==> config.mk <==
export PLATFORM = sky130hd
export DESIGN_NAME = sram_bank_capture
export DESIGN_NICKNAME = d
export VERILOG_FILES = /design/src/rtl/sbc_pkg.sv /design/src/rtl/sbc_packer.sv /design/src/rtl/sbc_pass_ctrl.sv /design/src/rtl/sbc_strobe_dec.sv /design/src/rtl/sram_bank_capture.sv
export SDC_FILE = /design/constraint.sdc
export NUM_CORES = 1
export LEC_CHECK = 0
export ABC_AREA = 0
export BUFFER_PORTS_ARGS = -buffer_cell sky130_fd_sc_hd__buf_4
export CAP_MARGIN = 20
export CORE_UTILIZATION = 53
export CTS_CLUSTER_DIAMETER = 40
export DETAILED_ROUTE_END_ITERATION = 12
export PLACE_DENSITY = 0.81
export SLEW_MARGIN = 0
export SYNTH_ARGS = -nofsm -noshare
export SYNTH_HDL_FRONTEND = slang
export SYNTH_SLANG_ARGS = --single-unit
==> constraint.sdc <==
create_clock -name clk -period 3.05 [get_ports clk]
set_clock_uncertainty 0.2 [all_clocks]
set_input_delay 0.61 -clock clk [delete_from_list [all_inputs] [get_ports clk]]
set_output_delay 0.61 -clock clk [all_outputs]
set_load 0.1 [all_outputs]
==> src/rtl/sbc_pkg.sv <==
package sbc_pkg;
  typedef enum logic {
    OP_WRITE = 1'b0,
    OP_READ  = 1'b1
  } op_mode_e;
endpackage

==> src/rtl/sbc_packer.sv <==
// Gathers PACK_N samples into one wide word; first sample lands lowest.
module sbc_packer #(
  parameter int SAMPLE_W = 32,
  parameter int PACK_N   = 4
) (
  input  logic                         clk,
  input  logic                         rst_n,
  input  logic                         clear,
  input  logic                         in_valid,
  input  logic [SAMPLE_W-1:0]          in_data,
  output logic                         word_valid,
  output logic [SAMPLE_W*PACK_N-1:0]   word_data
);
  localparam int PH_W   = $clog2(PACK_N);
  localparam int WORD_W = SAMPLE_W * PACK_N;

  logic [PACK_N-2:0][SAMPLE_W-1:0] hold_q, hold_d;
  logic [PH_W-1:0]                 ph_q, ph_d;
  logic                            wv_q, wv_d;
  logic [WORD_W-1:0]               word_q, word_d;

  always_comb begin
    hold_d = hold_q;
    ph_d   = ph_q;
    wv_d   = 1'b0;
    word_d = word_q;
    if (clear) begin
      ph_d = '0;
    end else if (in_valid) begin
      if (ph_q == PH_W'(PACK_N - 1)) begin
        for (int i = 0; i < PACK_N - 1; i++) begin
          word_d[i*SAMPLE_W +: SAMPLE_W] = hold_q[i];
        end
        word_d[(PACK_N-1)*SAMPLE_W +: SAMPLE_W] = in_data;
        wv_d = 1'b1;
        ph_d = '0;
      end else begin
        hold_d[ph_q] = in_data;
        ph_d         = ph_q + 1'b1;
      end
    end
  end

  always_ff @(posedge clk or negedge rst_n) begin
    if (!rst_n) begin
      hold_q <= '0;
      ph_q   <= '0;
      wv_q   <= 1'b0;
      word_q <= '0;
    end else begin
      hold_q <= hold_d;
      ph_q   <= ph_d;
      wv_q   <= wv_d;
      word_q <= word_d;
    end
  end

  assign word_valid = wv_q;
  assign word_data  = word_q;

  // a packed word needs several samples, so two never come back to back
  p_word_spacing_r2: assert property (@(posedge clk) disable iff (!rst_n)
    word_valid |=> !word_valid);
endmodule

==> src/rtl/sbc_pass_ctrl.sv <==
// Access counter with depth limit, halt (count-enable) flag and done pulse.
module sbc_pass_ctrl
  import sbc_pkg::*;
#(
  parameter int ADDR_W  = 18,
  parameter int DEPTH_W = 4,
  localparam int CNT_W  = ADDR_W + 1
) (
  input  logic               clk,
  input  logic               rst_n,
  input  logic               start,
  input  op_mode_e           mode_in,
  input  logic [DEPTH_W-1:0] depth_in,
  input  logic               step,
  output op_mode_e           mode_q,
  output logic [CNT_W-1:0]   cnt_q,
  output logic               halt_q,
  output logic               done_q
);
  op_mode_e           mode_d;
  logic [DEPTH_W-1:0] depth_q, depth_d;
  logic [CNT_W-1:0]   cnt_d, cnt_inc, limit;
  logic               halt_d, done_d;

  always_comb begin
    if (int'(depth_q) + 3 >= ADDR_W) limit = CNT_W'(1) << ADDR_W;
    else                             limit = CNT_W'(8) << depth_q;
  end

  assign cnt_inc = cnt_q + 1'b1;

  always_comb begin
    mode_d  = mode_q;
    depth_d = depth_q;
    cnt_d   = cnt_q;
    halt_d  = halt_q;
    done_d  = 1'b0;
    if (start) begin
      mode_d  = mode_in;
      depth_d = depth_in;
      cnt_d   = '0;
      halt_d  = 1'b0;
    end else if (step && !halt_q) begin
      cnt_d = cnt_inc;
      if (cnt_inc == limit) begin
        halt_d = 1'b1;
        done_d = 1'b1;
      end
    end
  end

  always_ff @(posedge clk or negedge rst_n) begin
    if (!rst_n) begin
      mode_q  <= OP_WRITE;
      depth_q <= '0;
      cnt_q   <= '0;
      halt_q  <= 1'b1;
      done_q  <= 1'b0;
    end else begin
      mode_q  <= mode_d;
      depth_q <= depth_d;
      cnt_q   <= cnt_d;
      halt_q  <= halt_d;
      done_q  <= done_d;
    end
  end

  // the count never runs past the pass length
  p_count_in_range_r6: assert property (@(posedge clk) disable iff (!rst_n)
    cnt_q <= limit);
  // a halted counter holds until the next start
  p_halt_freezes_r7: assert property (@(posedge clk) disable iff (!rst_n)
    (halt_q && !start) |=> $stable(cnt_q) && halt_q);
  // start reopens the pass from zero
  p_start_clears_r8: assert property (@(posedge clk) disable iff (!rst_n)
    start |=> (cnt_q == '0) && !halt_q);
  // done pulse is single and only with the halt flag up
  p_done_halted_r9: assert property (@(posedge clk) disable iff (!rst_n)
    done_q |-> halt_q);
  p_done_single_r9: assert property (@(posedge clk) disable iff (!rst_n)
    done_q |=> !done_q);
endmodule

==> src/rtl/sbc_strobe_dec.sv <==
// Address, strobe and chip-select generation plus readback selection.
module sbc_strobe_dec
  import sbc_pkg::*;
#(
  parameter int CHIPS   = 8,
  parameter int CHIP_DW = 16,
  parameter int ADDR_W  = 18,
  localparam int CNT_W  = ADDR_W + 1,
  localparam int SEL_W  = $clog2(CHIPS),
  localparam int BUS_W  = CHIPS * CHIP_DW
) (
  input  logic               clk,
  input  logic               rst_n,
  input  op_mode_e           mode_q,
  input  logic               halt_q,
  input  logic               word_valid,
  input  logic [CNT_W-1:0]   cnt_q,
  input  logic [BUS_W-1:0]   word_data,
  input  logic [BUS_W-1:0]   rdata,
  output logic [ADDR_W-1:0]  addr,
  output logic               we_n,
  output logic               oe_n,
  output logic [CHIPS-1:0]   cs_n,
  output logic [BUS_W-1:0]   wdata,
  output logic [CHIP_DW-1:0] sel_data
);
  logic             wr_act, rd_act;
  logic [SEL_W-1:0] chip;

  assign wr_act = !halt_q && (mode_q == OP_WRITE) && word_valid;
  assign rd_act = !halt_q && (mode_q == OP_READ);
  assign chip   = cnt_q[SEL_W-1:0];

  always_comb begin
    if (mode_q == OP_READ) addr = ADDR_W'(cnt_q >> SEL_W);
    else                   addr = cnt_q[ADDR_W-1:0];
  end

  assign we_n  = !wr_act;
  assign oe_n  = !rd_act;
  assign wdata = word_data;

  for (genvar k = 0; k < CHIPS; k++) begin : g_sel
    assign cs_n[k] = !(wr_act || (rd_act && (chip == SEL_W'(k))));
  end

  assign sel_data = rdata[chip*CHIP_DW +: CHIP_DW];

  // a bank write reaches every chip
  p_write_all_chips_r3: assert property (@(posedge clk) disable iff (!rst_n)
    !we_n |-> (cs_n == '0));
  // a read touches exactly one chip
  p_single_select_r4: assert property (@(posedge clk) disable iff (!rst_n)
    !oe_n |-> $onehot(~cs_n));
  // never drive and read the shared bus together
  p_no_overlap_r10: assert property (@(posedge clk) disable iff (!rst_n)
    !(!we_n && !oe_n));
  // without a strobe no chip is selected
  p_idle_deselect_r1: assert property (@(posedge clk) disable iff (!rst_n)
    (we_n && oe_n) |-> (&cs_n));
endmodule

==> src/rtl/sram_bank_capture.sv <==
module sram_bank_capture
  import sbc_pkg::*;
#(
  parameter int SAMPLE_W = 32,
  parameter int PACK_N   = 4,
  parameter int CHIPS    = 8,
  parameter int CHIP_DW  = 16,
  parameter int ADDR_W   = 18,
  parameter int DEPTH_W  = 4,
  localparam int BUS_W   = CHIPS * CHIP_DW,
  localparam int CNT_W   = ADDR_W + 1
) (
  input  logic                clk,
  input  logic                rst_n,
  input  logic                start,
  input  logic                mode,
  input  logic [DEPTH_W-1:0]  depth,
  input  logic                smp_valid,
  input  logic [SAMPLE_W-1:0] smp_data,
  output logic [ADDR_W-1:0]   sram_addr,
  output logic                sram_we_n,
  output logic                sram_oe_n,
  output logic [CHIPS-1:0]    sram_cs_n,
  output logic [BUS_W-1:0]    sram_wdata,
  input  logic [BUS_W-1:0]    sram_rdata,
  output logic [CHIP_DW-1:0]  rd_data,
  output logic                rd_valid,
  output logic                cnt_halt,
  output logic                pass_done
);
  // SAMPLE_W * PACK_N is expected to equal CHIPS * CHIP_DW
  logic               word_valid;
  logic [BUS_W-1:0]   word_data;
  op_mode_e           mode_q;
  logic [CNT_W-1:0]   cnt_q;
  logic               halt_q, step;
  logic [CHIP_DW-1:0] sel_data, rdd_q, rdd_d;
  logic               rdv_q, rdv_d;

  sbc_packer #(.SAMPLE_W(SAMPLE_W), .PACK_N(PACK_N)) u_pack (
    .clk(clk), .rst_n(rst_n), .clear(start),
    .in_valid(smp_valid), .in_data(smp_data),
    .word_valid(word_valid), .word_data(word_data));

  assign step = (mode_q == OP_READ) || word_valid;

  sbc_pass_ctrl #(.ADDR_W(ADDR_W), .DEPTH_W(DEPTH_W)) u_ctrl (
    .clk(clk), .rst_n(rst_n), .start(start),
    .mode_in(op_mode_e'(mode)), .depth_in(depth), .step(step),
    .mode_q(mode_q), .cnt_q(cnt_q), .halt_q(halt_q), .done_q(pass_done));

  sbc_strobe_dec #(.CHIPS(CHIPS), .CHIP_DW(CHIP_DW), .ADDR_W(ADDR_W)) u_dec (
    .clk(clk), .rst_n(rst_n), .mode_q(mode_q), .halt_q(halt_q),
    .word_valid(word_valid), .cnt_q(cnt_q), .word_data(word_data),
    .rdata(sram_rdata), .addr(sram_addr), .we_n(sram_we_n),
    .oe_n(sram_oe_n), .cs_n(sram_cs_n), .wdata(sram_wdata),
    .sel_data(sel_data));

  always_comb begin
    rdv_d = !sram_oe_n;
    rdd_d = rdd_q;
    if (!sram_oe_n) rdd_d = sel_data;
  end

  always_ff @(posedge clk or negedge rst_n) begin
    if (!rst_n) begin
      rdv_q <= 1'b0;
      rdd_q <= '0;
    end else begin
      rdv_q <= rdv_d;
      rdd_q <= rdd_d;
    end
  end

  assign rd_data  = rdd_q;
  assign rd_valid = rdv_q;
  assign cnt_halt = halt_q;

  // readback follows a read access by one cycle
  p_readback_follows_r5: assert property (@(posedge clk) disable iff (!rst_n)
    !sram_oe_n |=> rd_valid);
  // no strobe while halted
  p_quiet_when_halted_r7: assert property (@(posedge clk) disable iff (!rst_n)
    cnt_halt |-> (sram_we_n && sram_oe_n));
endmodule

======== Yosys cells after proc, flatten, opt, wreduce, memory -nomap -nowiden ========
Cells that the tools add are included.
storage, ports and cells
  flip-flop bits (word level) ............. 270
  input port bits ......................... 169
  output and inout bits ................... 175
  logic and storage cells ................. 92
operators by class
  add/sub/neg operators ................... 3
  order comparisons ....................... 3
  eq/ne operators ......................... 9
  shifts and indexed selects .............. 2
  multiplexer cells ....................... 19
  bitwise operators ....................... 3
  reductions and logical operators ........ 40
operators with widths
  operator                                                                 number
  128-bit by 8-bit indexed part select with 16-bit output                  1
  96-bit bitwise mux                                                       1
  32-bit demux with 2-bit select                                           1
  19-bit two-way mux                                                       3
  32-bit by 6-bit >= comparator with 1-bit output (second input constant)  1
  32-bit two-way mux                                                       1
  19-bit by 1-bit adder with 19-bit output (second input constant)         1
  19-bit == test                                                           1
  4-bit by 4-bit left shift with 19-bit output (first input constant)      1
  18-bit two-way mux                                                       1
  1-bit logical AND                                                        13
  3-bit == test (second input constant)                                    4
  1-bit logical NOT                                                        11
  1-bit logical OR                                                         9
  1-bit two-way mux                                                        9
  3-bit by 2-bit == test with 1-bit output (second input constant)         2
  2-bit two-way mux                                                        3
  3-bit AND reduction                                                      2
  2-bit nonzero test                                                       3
  4-bit by 2-bit adder with 5-bit output (second input constant)           1
  3-bit by 1-bit == test with 1-bit output (second input constant)         1
  3-bit logical NOT                                                        1
  2-bit by 3-bit < comparator with 1-bit output (second input constant)    1
  1-bit NOT                                                                3
  other kinds (4)                                                          4

======== Longest topological paths before layout ========
Gate-level depths: netlist of run 1.
  depth in word-level cells ............... 7
  gate-level depth with buffers ........... 9
  mapped depth without buffers ............ 9

======== Modules after synthesis ========
A second synthesis of run 1 with hierarchy kept.
unflattened totals
  cell total of the unflattened synthesis .. 1038
  area total of the unflattened synthesis .. 13689.4 um2
by module, submodules not included
  module             instances  cells each  area an instance (um2)  seq. area each (um2)
  sbc_packer         1          493         8708.4                  5680.4
  sbc_strobe_dec     1          283         2324.7                  0.0
  sbc_pass_ctrl      1          225         1975.6                  651.9
  sram_bank_capture  1          37          680.7                   425.4

======== Least setup slack after synthesis of run 1 ========
No wires, ideal clock.
  path kind ............................... reg2out
  from .................................... register u_ctrl.halt_q
  to ...................................... output port sram_cs_n[4]
  arrival ................................. 3.815 ns
  required time ........................... 2.240 ns
  path slack .............................. -1.575 ns
  cell stages (with the launch flop) ...... 7
  buffers on the path ..................... 2
  path through ............................ dfstp_2 > inv_1 > nand2_1 > inv_1 > clkbuf_1 > clkbuf_1 > a31oi_1
on the way
  longest elaborated chain between the ends .. 5
  elaborated cells on any way between the ends .. 7
  classes of those cells .................. reduce/logical (7)
ends and longest elaborated chain
  item                                  RTL line                                    source
  start, declared                       sbc_pass_ctrl.sv:17                         output logic halt_q,
  start signal, assigned                sbc_pass_ctrl.sv:63                         halt_q <= halt_d;
  1-bit logical NOT *                   sbc_strobe_dec.sv:30, sbc_strobe_dec.sv:31
  1-bit logical AND (on tied branches)  sbc_strobe_dec.sv:30, sbc_strobe_dec.sv:31
  1-bit logical AND (on tied branches)  sbc_strobe_dec.sv:30, sbc_strobe_dec.sv:44
  1-bit logical OR *                    sbc_strobe_dec.sv:44                        assign cs_n[k] = !(wr_act || (rd_act && (chip == SEL_W'(k))));
  1-bit logical NOT *                   sbc_strobe_dec.sv:44
  end, declared                         sram_bank_capture.sv:23                     output logic [CHIPS-1:0] sram_cs_n,
Mark *: on every way between the ends. The rest lies on a longest branch, timed or not.

======== Worst setup path in the final report of run 1 ========
  from .................................... register u_ctrl.cnt_q[2]
  to ...................................... output port sram_cs_n[3]
on the way
  longest elaborated chain between the ends .. 4
ends and longest elaborated chain
  item                                      RTL line              source
  start, declared                           sbc_pass_ctrl.sv:16   output logic [CNT_W-1:0] cnt_q,
  start signal, assigned                    sbc_pass_ctrl.sv:62   cnt_q <= cnt_d;
  3-bit by 2-bit == test with 1-bit output  sbc_strobe_dec.sv:44
  1-bit logical AND                         sbc_strobe_dec.sv:44
  1-bit logical OR                          sbc_strobe_dec.sv:44
  1-bit logical NOT                         sbc_strobe_dec.sv:44
No other way between the ends.

==> reports/qor.yml, run 1 <==
status: "completed"
top_usage_layer: "met2"
root_buffer: "clkbuf_16"
min_path_type: "in -> reg"
wl_per_cell_um: 19.45
design_area_um2: 16690
cts.sinks: 270
start_util_pct: 54.35
fin_ws_ns: 0.1197
portBuffers: 343
ys.warnings.count: 0
cts_buffers: 36
ys_types: 52
antenna_found_initial: 3
clk_pin_slew_worst_paths_ns: 0.06
dp.cells: 1754
slowest_stage: "dfrtp_1"
tightestPinTransition_ns: 0.6437
max_stage_delay_ns: 0.43
p_leak_nw: 8.410
required_ns: 2.24
avgSynthCellArea_um2: 10.49
synth-adder-area-share_pct: 1.622
fillerInstances: 1561
final_hold_viol_count: 0
setup-tns-final_ns: 0
route.detailed.drc: 0
syn_inst: 1176
vias: 10040
grt_setup_unrepaired: "no"
final_nets: 1693
place_ws_ns: 0.2389
synth_nets: 1361
utilization_pct: 73.48
gp_congestion: 0.9716
cp_top_family: "buffers and inverters"
crit_chain: "buf_4, clkinv_1, buf_4, ha_1, a21oi_4, buf_6"
synth-seq-cells: 270
die-area_um2: 23900
cts_tree: "done"
clock_path_buffers: 3
overflow: 0
seqCellArea_um2: 6764
arrival_ns: 2.12
detail-route-antenna-nets: 0
synth_compound_area_share_pct: 3.133
regToRegSetupSlack_ns: 0.20
synthXorXnorAreaFrac_pct: 2.555
io_pins: 344
powerDensity_nw_per_um2: 791.4
maxSlewViolCount: 0
synth_simple_gate_area_share_pct: 18.76
crit_path_max_fanout: 18
syn_area_um2: 12340
cp-end-kind: "output port"
fp.dieW_um: 154.6
muxShareOfSynthArea_pct: 16.21
drt-vias-per-instance: 5.518
async_flop_share_pct: 100.0
timing.critical_path.mode_cell: "buf_4"
synth_flop_cell: "dfrtp_1"
firstDrtPassIters: 4
h-tree-depth: 2
grt.met1_usage_pct: 40.67
drt_iter0_markers: 559
vdd_ir_drop_max_mv: 0.5772
final_cells: 1819
grt_pass1_vias: 10200
fmax_ghz: 0.3413
relSlewSlack_pct: 57.08
area_delta_synth_final_pct: 35.20
die_y_um: 154.6
critPathKind: "reg -> out"
gr-usage-all-layers_pct: 30.11
grt_pass1_wl_um: 55670
synth-edff-count: 0
period_minus_slack_ns: 2.930
wirelength_um: 35370
drive_gt1_share_pct: 40.10
synth_top_family_by_area: "simple AND/OR/NAND/NOR gates"
use_met2_pct: 47.43
maxCapViolCount: 0
dp_hpwl_um: 25000
placed_cell_area_um2: 15400
rows: 55
cp-start-kind: "flip-flop"
finalSetupViolCount: 0
cp.buffers_inverters: 4
insertion_delay_ns: 0.49
fin_crit_sh_pct: 96.08
grt_max_degree: 129
multiInputGateArea_um2: 5348
ys_seq_area_share_pct: 54.75
core_area_um2: 22710
use_met3_pct: 7.845
logic make-up (layout without fill, tap and decap cells):
logic type | Yosys count | count (layout)
AO/OA/AOI/OAI | 64 | 64
XOR/XNOR | 36 | 36
adder cells (fa/ha/maj) | 16 | 16
buffers and inverters | 93 | 448
flip-flops | 270 | 270
multiplexers | 146 | 146
other | 0 | 3
AND/OR/NAND/NOR | 551 | 551
worst paths after layout:
check / from / end / cells after the start
max: u_ctrl.cnt_q[2] / sram_cs_n[3] / 6
min: smp_data[25] / u_pack.word_data[121] / 3
max reg2reg: u_ctrl.cnt_q[1] / u_ctrl.halt_q / 8
min reg2reg: u_pack.hold_q[64] / u_pack.word_data[64] / 2
max in group asynchronous: rst_n / u_ctrl.halt_q / 3
min in group asynchronous: rst_n / u_pack.word_data[12] / 2
registers in the layout, indices dropped and copies added, names as in the netlist:
| name | count |
|---|---|
| rd_data | 16 |
| rd_valid | 1 |
| u_ctrl.cnt_q | 19 |
| u_ctrl.depth_q | 4 |
| u_ctrl.done_q | 1 |
| u_ctrl.halt_q | 1 |
| u_ctrl.mode_q | 1 |
| u_pack.hold_q | 96 |
| u_pack.ph_q | 2 |
| u_pack.word_data | 128 |
| u_pack.word_valid | 1 |
report_power, final:
| group | leakage (nW) | switching, W | internal [W] |
|---|---|---|---|
| sequential | 3.50 | 0.000403 | 0.00426 |
| clock | 0.608 | 0.00155 | 0.00275 |
| combinational | 4.31 | 0.00307 | 0.00117 |
stage by stage:
step / hold WS, ns / total power (W)
after global placement: 0.2408 / 0.008838
after CTS: 0.1250 / 0.01329
final: 0.1393 / 0.01321
after detailed placement: 0.2467 / 0.008943
after global routing: 0.1351 / 0.01367
after floorplan: 0.1144 / 0.007821
worst register-to-register path: cells and delay by family (launching register included):
family | cells | cell delay (ns)
flops | 1 | 0.45
fa+ha+maj | 1 | 0.28
compound gates | 1 | 0.25
xor+xnor | 1 | 0.18
simple gates | 5 | 1.40
per-layer routing:
metal  up-vias  share of wire (%)
met3        77                7.8
met2       375                 47
li1       4562                  -
met5         -              0.048
met4         2                2.7
met1      5022                 42
cell type report:
| class | count | share of cell area, % |
|---|---|---|
| Antenna cell | 3 | 0.04499 |
| Sequential cell | 270 | 40.54 |
| Multi-Input combinational cell | 813 | 32.05 |
| Timing Repair Buffer | 372 | 17.42 |
| Inverter | 15 | 0.3674 |
| Tap cell | 285 | 2.137 |
| Clock inverter | 19 | 1.545 |
| Clock buffer | 42 | 5.901 |
cells in the mapped netlist, types with 2 or more instances:
cell / count / area share, %
nand3b_1: 7 / 0.43
nor4_2: 2 / 0.20
nor2b_1: 3 / 0.15
nand4b_1: 2 / 0.14
o21a_1: 2 / 0.12
or4b_1: 2 / 0.16
mux2i_1: 3 / 0.24
a31oi_1: 20 / 1.0
nand4_4: 2 / 0.34
nand2_1: 438 / 13
clkbuf_1: 48 / 1.5
nor4b_1: 2 / 0.14
o41ai_1: 2 / 0.14
a21oi_1: 14 / 0.57
nor3_1: 11 / 0.45
nor2_1: 42 / 1.3
nand3_1: 9 / 0.36
nor4_1: 3 / 0.15
xnor2_1: 20 / 1.4
and2_1: 3 / 0.15
inv_1: 14 / 0.43
dfrtp_1: 269 / 55
mux2_2: 111 / 10
o21ai_0: 15 / 0.61
or3_2: 2 / 0.12
nand4_1: 2 / 0.10
xor2_1: 16 / 1.1
o211ai_1: 4 / 0.24
ha_1: 16 / 1.6
or2_2: 6 / 0.30
buf_2: 11 / 0.45
or3_1: 4 / 0.20
mux4_2: 32 / 5.8
nor3b_1: 4 / 0.24
buf_1: 18 / 0.55
layout by cell type (no fill, tap or decap), types with 17 or more instances in the layout:
cell	n
mux4_2	32
buf_4	361
nor2_1	42
nand2_1	437
xnor2_1	20
mux2_2	111
clkbuf_16	37
a31oi_1	17
dfrtp_1	267
what timing repair did:
action | CTS | global route
resized for setup | 2 | 5
hold endpoints to repair | 77 | 0
hold buffers | 1 | 0
cloned | 0 | 0
pin swaps | 0 | 0
setup endpoints to repair | 4 | 4
setup buffers | 0 | 0
(Power assumes the default switching activity.)
==> inputs of run 2 (changes only) <==
- PLACE_DENSITY: 0.81 -> 0.84
==> reports/qor.yml, run 2 (synthesis gave the netlist of run 1 again) <==
grt_pass1_wl_um: 55250
r2r.worst_path.cells: 7
drt-vias-per-instance: 5.562
wl_per_cell_um: 19.36
status: "completed"
root_buffer: "clkbuf_16"
holdPathStages: 3
core_area_um2: 22710
drt_iter0_markers: 891
route.detailed.drc: 0
vdd_ir_drop_max_mv: 0.6151
gp_congestion: 1.022
tightestPinTransition_ns: 0.6421
cts_setup_buffers: 0
p_leak_nw: 8.299
timing.critical_path.mode_cell: "buf_4"
area_delta_synth_final_pct: 33.40
critPathKind: "reg -> out"
cts_buffers: 31
fmax_ghz: 0.3351
clock_path_buffers: 3
cp-start-kind: "flip-flop"
crit_end: "sram_cs_n[3]"
wirelength_um: 35080
fin_crit_sh_pct: 97.85
final_hold_viol_count: 0
cp-end-kind: "output port"
cts_tree: "done"
rows: 55
multiInputGateArea_um2: 5343
h-tree-depth: 1
final_nets: 1686
fillerInstances: 1603
seqCellArea_um2: 6763
grt_pass1_vias: 10090
startpoint: "u_ctrl.cnt_q[2]"
cts.sinks: 270
clk_pin_slew_worst_paths_ns: 0.06
reg2reg_from: "u_ctrl.cnt_q[1]"
grt_max_degree: 129
layout_common_cells: "437 x nand2_1, 360 x buf_4, 268 x dfrtp_1, 111 x mux2_2, 42 x nor2_1"
drive_gt1_share_pct: 39.78
overflow: 0
period_minus_slack_ns: 2.985
maxCapViolCount: 0
regToRegSetupSlack_ns: 0.27
largest_register_ffs: 128
powerDensity_nw_per_um2: 763.6
gr-usage-all-layers_pct: 29.70
antenna_found_initial: 3
crit_path_max_fanout: 24
max_stage_delay_ns: 0.42
vias: 10080
io_pins: 344
grt_setup_unrepaired: "no"
dp_hpwl_um: 25240
holdWs_ns: 0.07643
start_util_pct: 54.35
required_ns: 2.24
maxSlewViolCount: 0
arrival_ns: 2.17
finalSetupViolCount: 0
setup-tns-final_ns: 0
insertion_delay_ns: 0.55
firstDrtPassIters: 5
fp.dieW_um: 154.6
total_power_w: 0.01257
crit_chain: "buf_4, clkinv_1, ha_1, a21oi_4, buf_4"
detail-route-antenna-nets: 0
final_common_cell: "nand2_1"
die-area_um2: 23900
relSlewSlack_pct: 57.20
timing.rr.end: "u_ctrl.halt_q"
slowest_stage: "dfrtp_1"
portBuffers: 343
min_path_type: "in -> reg"
die_y_um: 154.6
==> run 2: cell count changes in the layout (fill, tap and decap cells not counted), moves of 2 or more <==
| cell | before | now |
|---|---|---|
| bufinv_16 | 5 | 1 |
| clkbuf_16 | 37 | 31 |
| clkinvlp_4 | 2 | 4 |
| diode_2 | 3 | 1 |
==> run 2: how the worst min path moves through the flow <==
| stage | start | end | slack, ns |
|---|---|---|---|
| finish | smp_data[14] | u_pack.word_data[110] | 0.08 |
| CTS | smp_data[14] | u_pack.word_data[110] | 0.06 |
| detailed placement | u_pack.hold_q[7] | u_pack.word_data[7] | 0.25 |
| global route | smp_data[5] | u_pack.word_data[101] | 0.07 |
| global placement | u_pack.hold_q[70] | u_pack.word_data[70] | 0.24 |
| floorplan | rst_n | rd_data[0] | 0.11 |
==> run 2: area by class of cell <==
cell class | count | area share [%]
Inverter | 15 | 0.3724
Clock buffer | 37 | 5.152
Tap cell | 285 | 2.166
Multi-Input combinational cell | 813 | 32.45
Clock inverter | 21 | 1.231
Antenna cell | 1 | 0.01520
Sequential cell | 270 | 41.07
Timing Repair Buffer | 370 | 17.54
==> run 2: power by group <==
group / total, W / switching [W] / internal, W / leakage [nW]
Sequential: 0.00466 / 0.000397 / 0.00426 / 3.50
Clock: 0.00366 / 0.00154 / 0.00212 / 0.510
Combinational: 0.00425 / 0.00308 / 0.00117 / 4.29
Total: 0.0126 / 0.00503 / 0.00755 / 8.30
==> run 2: critical path, delay by kind of cell, from the launching register on <==
| family | cells | cell delay (ns) |
|---|---|---|
| buf+inv | 3 | 0.81 |
| flops | 1 | 0.42 |
| compound gates | 1 | 0.14 |
| fa+ha+maj | 1 | 0.25 |
==> run 2: timing repair <==
item                       4_1_cts  5_1_grt
hold endpoints to repair        76        0
gates cloned                     0        0
hold buffers                     1        0
setup endpoints to repair        4        2
pin swaps                        0        0
gates resized for setup          2        1
==> run 2: metal layers <==
metal	track usage, %	part of all wire, %	vias up
li1	-	-	4549
met3	6.641	8.1	96
met1	41.97	42	5007
met4	9.052	3.0	4
met5	0	0.066	-
met2	46.09	47	422
==> run 2: through the flow <==
step | std cells | instance area (µm²) | utilization, % | setup WS (ns)
6_report | 1812 | 16460 | 72.50 | 0.06548
3_5_place_dp | 1752 | 15390 | 67.76 | 0.3408
2_1_floorplan | 1176 | 12500 | - | -0.09046
5_1_grt | 1811 | 16460 | 72.49 | 0.008268
3_3_place_gp | 1752 | 15390 | 67.76 | 0.4193
4_1_cts | 1811 | 16460 | 72.47 | 0.01414
==> inputs of run 3 (changes only) <==
- REMOVE_ABC_BUFFERS: not set -> 1
==> reports/qor.yml, run 3 (synthesis gave the netlist of run 1 again) <==
finalSetupViolCount: 0
detail-route-antenna-nets: 0
core_area_um2: 22710
largest_register_ffs: 128
drive_gt1_share_pct: 39.13
start_util_pct: 54.35
cp-end-kind: "output port"
crit_chain: "buf_8, inv_1, ha_1, a31oi_1, buf_6"
status: "completed"
clock_path_buffers: 3
max_stage_delay_ns: 0.44
grt_pass1_vias: 10220
grt_max_degree: 129
rows: 55
overflow: 0
crit_path_max_fanout: 36
p_leak_nw: 8.414
final_common_cell: "nand2_1"
gr-usage-all-layers_pct: 29.92
relSlewSlack_pct: 58.18
vias: 10020
dp_hpwl_um: 24890
die-area_um2: 23900
fmax_ghz: 0.3346
clk_pin_slew_worst_paths_ns: 0.06
grt_setup_unrepaired: "yes"
required_ns: 2.24
h-tree-depth: 2
place_ws_ns: 0.2856
maxCapViolCount: 0
portBuffers: 343
drt_iter0_markers: 688
fin_crit_sh_pct: 97.99
powerDensity_nw_per_um2: 808.6
layout_common_cells: "438 x nand2_1, 356 x buf_4, 268 x dfrtp_1, 111 x mux2_2, 42 x nor2_1"
root_buffer: "clkbuf_16"
dp.cells: 1751
wl_per_cell_um: 19.57
cp-start-kind: "flip-flop"
holdWs_ns: 0.1228
fp.dieW_um: 154.6
firstDrtPassIters: 7
drt-vias-per-instance: 5.488
gp_congestion: 0.9655
arrival_ns: 2.18
insertion_delay_ns: 0.50
antenna_found_initial: 5
cts_tree: "done"
route.detailed.drc: 0
wirelength_um: 35730
die_y_um: 154.6
grt_pass1_wl_um: 55320
slowest_stage: "dfrtp_1"
tightestPinTransition_ns: 0.6273
final_nets: 1692
io_pins: 344
final_cells: 1826
final_hold_viol_count: 0
area_delta_synth_final_pct: 35.19
period_minus_slack_ns: 2.989
maxSlewViolCount: 0
fin_ws_ns: 0.06132
cts.sinks: 270
min_path_type: "in -> reg"
critPathKind: "reg -> out"
vdd_ir_drop_max_mv: 0.4346
cts_buffers: 38
==> run 3: cell type report <==
class | count | area, µm²
Timing Repair Buffer | 369 | 2904
Fill cell | 1479 | 6025
Sequential cell | 270 | 6759
Tap cell | 285 | 356.6
Clock buffer | 47 | 1066
Clock inverter | 22 | 304.0
Antenna cell | 5 | 12.51
Inverter | 15 | 58.81
Multi-Input combinational cell | 813 | 5224
==> run 3: report_power, final <==
part | internal, W | switching [W]
Combinational | 0.00116 | 0.00305
Clock | 0.00295 | 0.00165
Sequential | 0.00426 | 0.000421
==> run 3: path summary, 6_finish.rpt <==
kind / start / depth (start not counted) / end / slack, ns
max in group asynchronous: rst_n / 3 / u_pack.word_data[80] / 1.42
max: u_ctrl.cnt_q[1] / 5 / sram_cs_n[5] / 0.06
min: smp_data[22] / 3 / u_pack.word_data[118] / 0.12
min in group asynchronous: rst_n / 2 / u_pack.hold_q[69] / 0.42
min reg2reg: u_pack.hold_q[36] / 2 / u_pack.word_data[36] / 0.26
max reg2reg: u_ctrl.cnt_q[1] / 8 / u_ctrl.halt_q / 0.22
==> run 3: timing repair <==
item / CTS / global route
setup endpoints to repair: 1 / 1
hold buffers: 1 / 0
setup buffers: 0 / 0
endpoints found under the hold margin: 45 / 0
resized for setup: 2 / 2
==> run 3: worst max-delay path, delay by kind of cell, from the launching register on <==
family,cells,cell delay [ns]
buffers and inverters,3,0.71
adder cells (fa/ha/maj),1,0.21
AO/OA/AOI/OAI,1,0.32
flip-flops,1,0.44
==> run 3: metrics by stage <==
step                total power [W]  util, %    TNS, ns  area, µm²
finish                      0.01349    73.47          0      16680
global route                0.01396    73.47  -0.004524      16680
CTS                         0.01356    73.40          0      16670
floorplan                  0.007761        -    -172.99      12030
detailed placement         0.008923    67.29          0      15280
global placement           0.008800    67.29          0      15280
==> run 3: layer usage <==
layer  up-vias  global-route usage (%)  part of all wire (%)
met5         -                       0                     0
met4         0                   16.41                   5.2
met3       104                   6.865                   7.5
met2       459                   51.65                    50
met1      4905                   34.59                    37
li1       4554                       -                     -
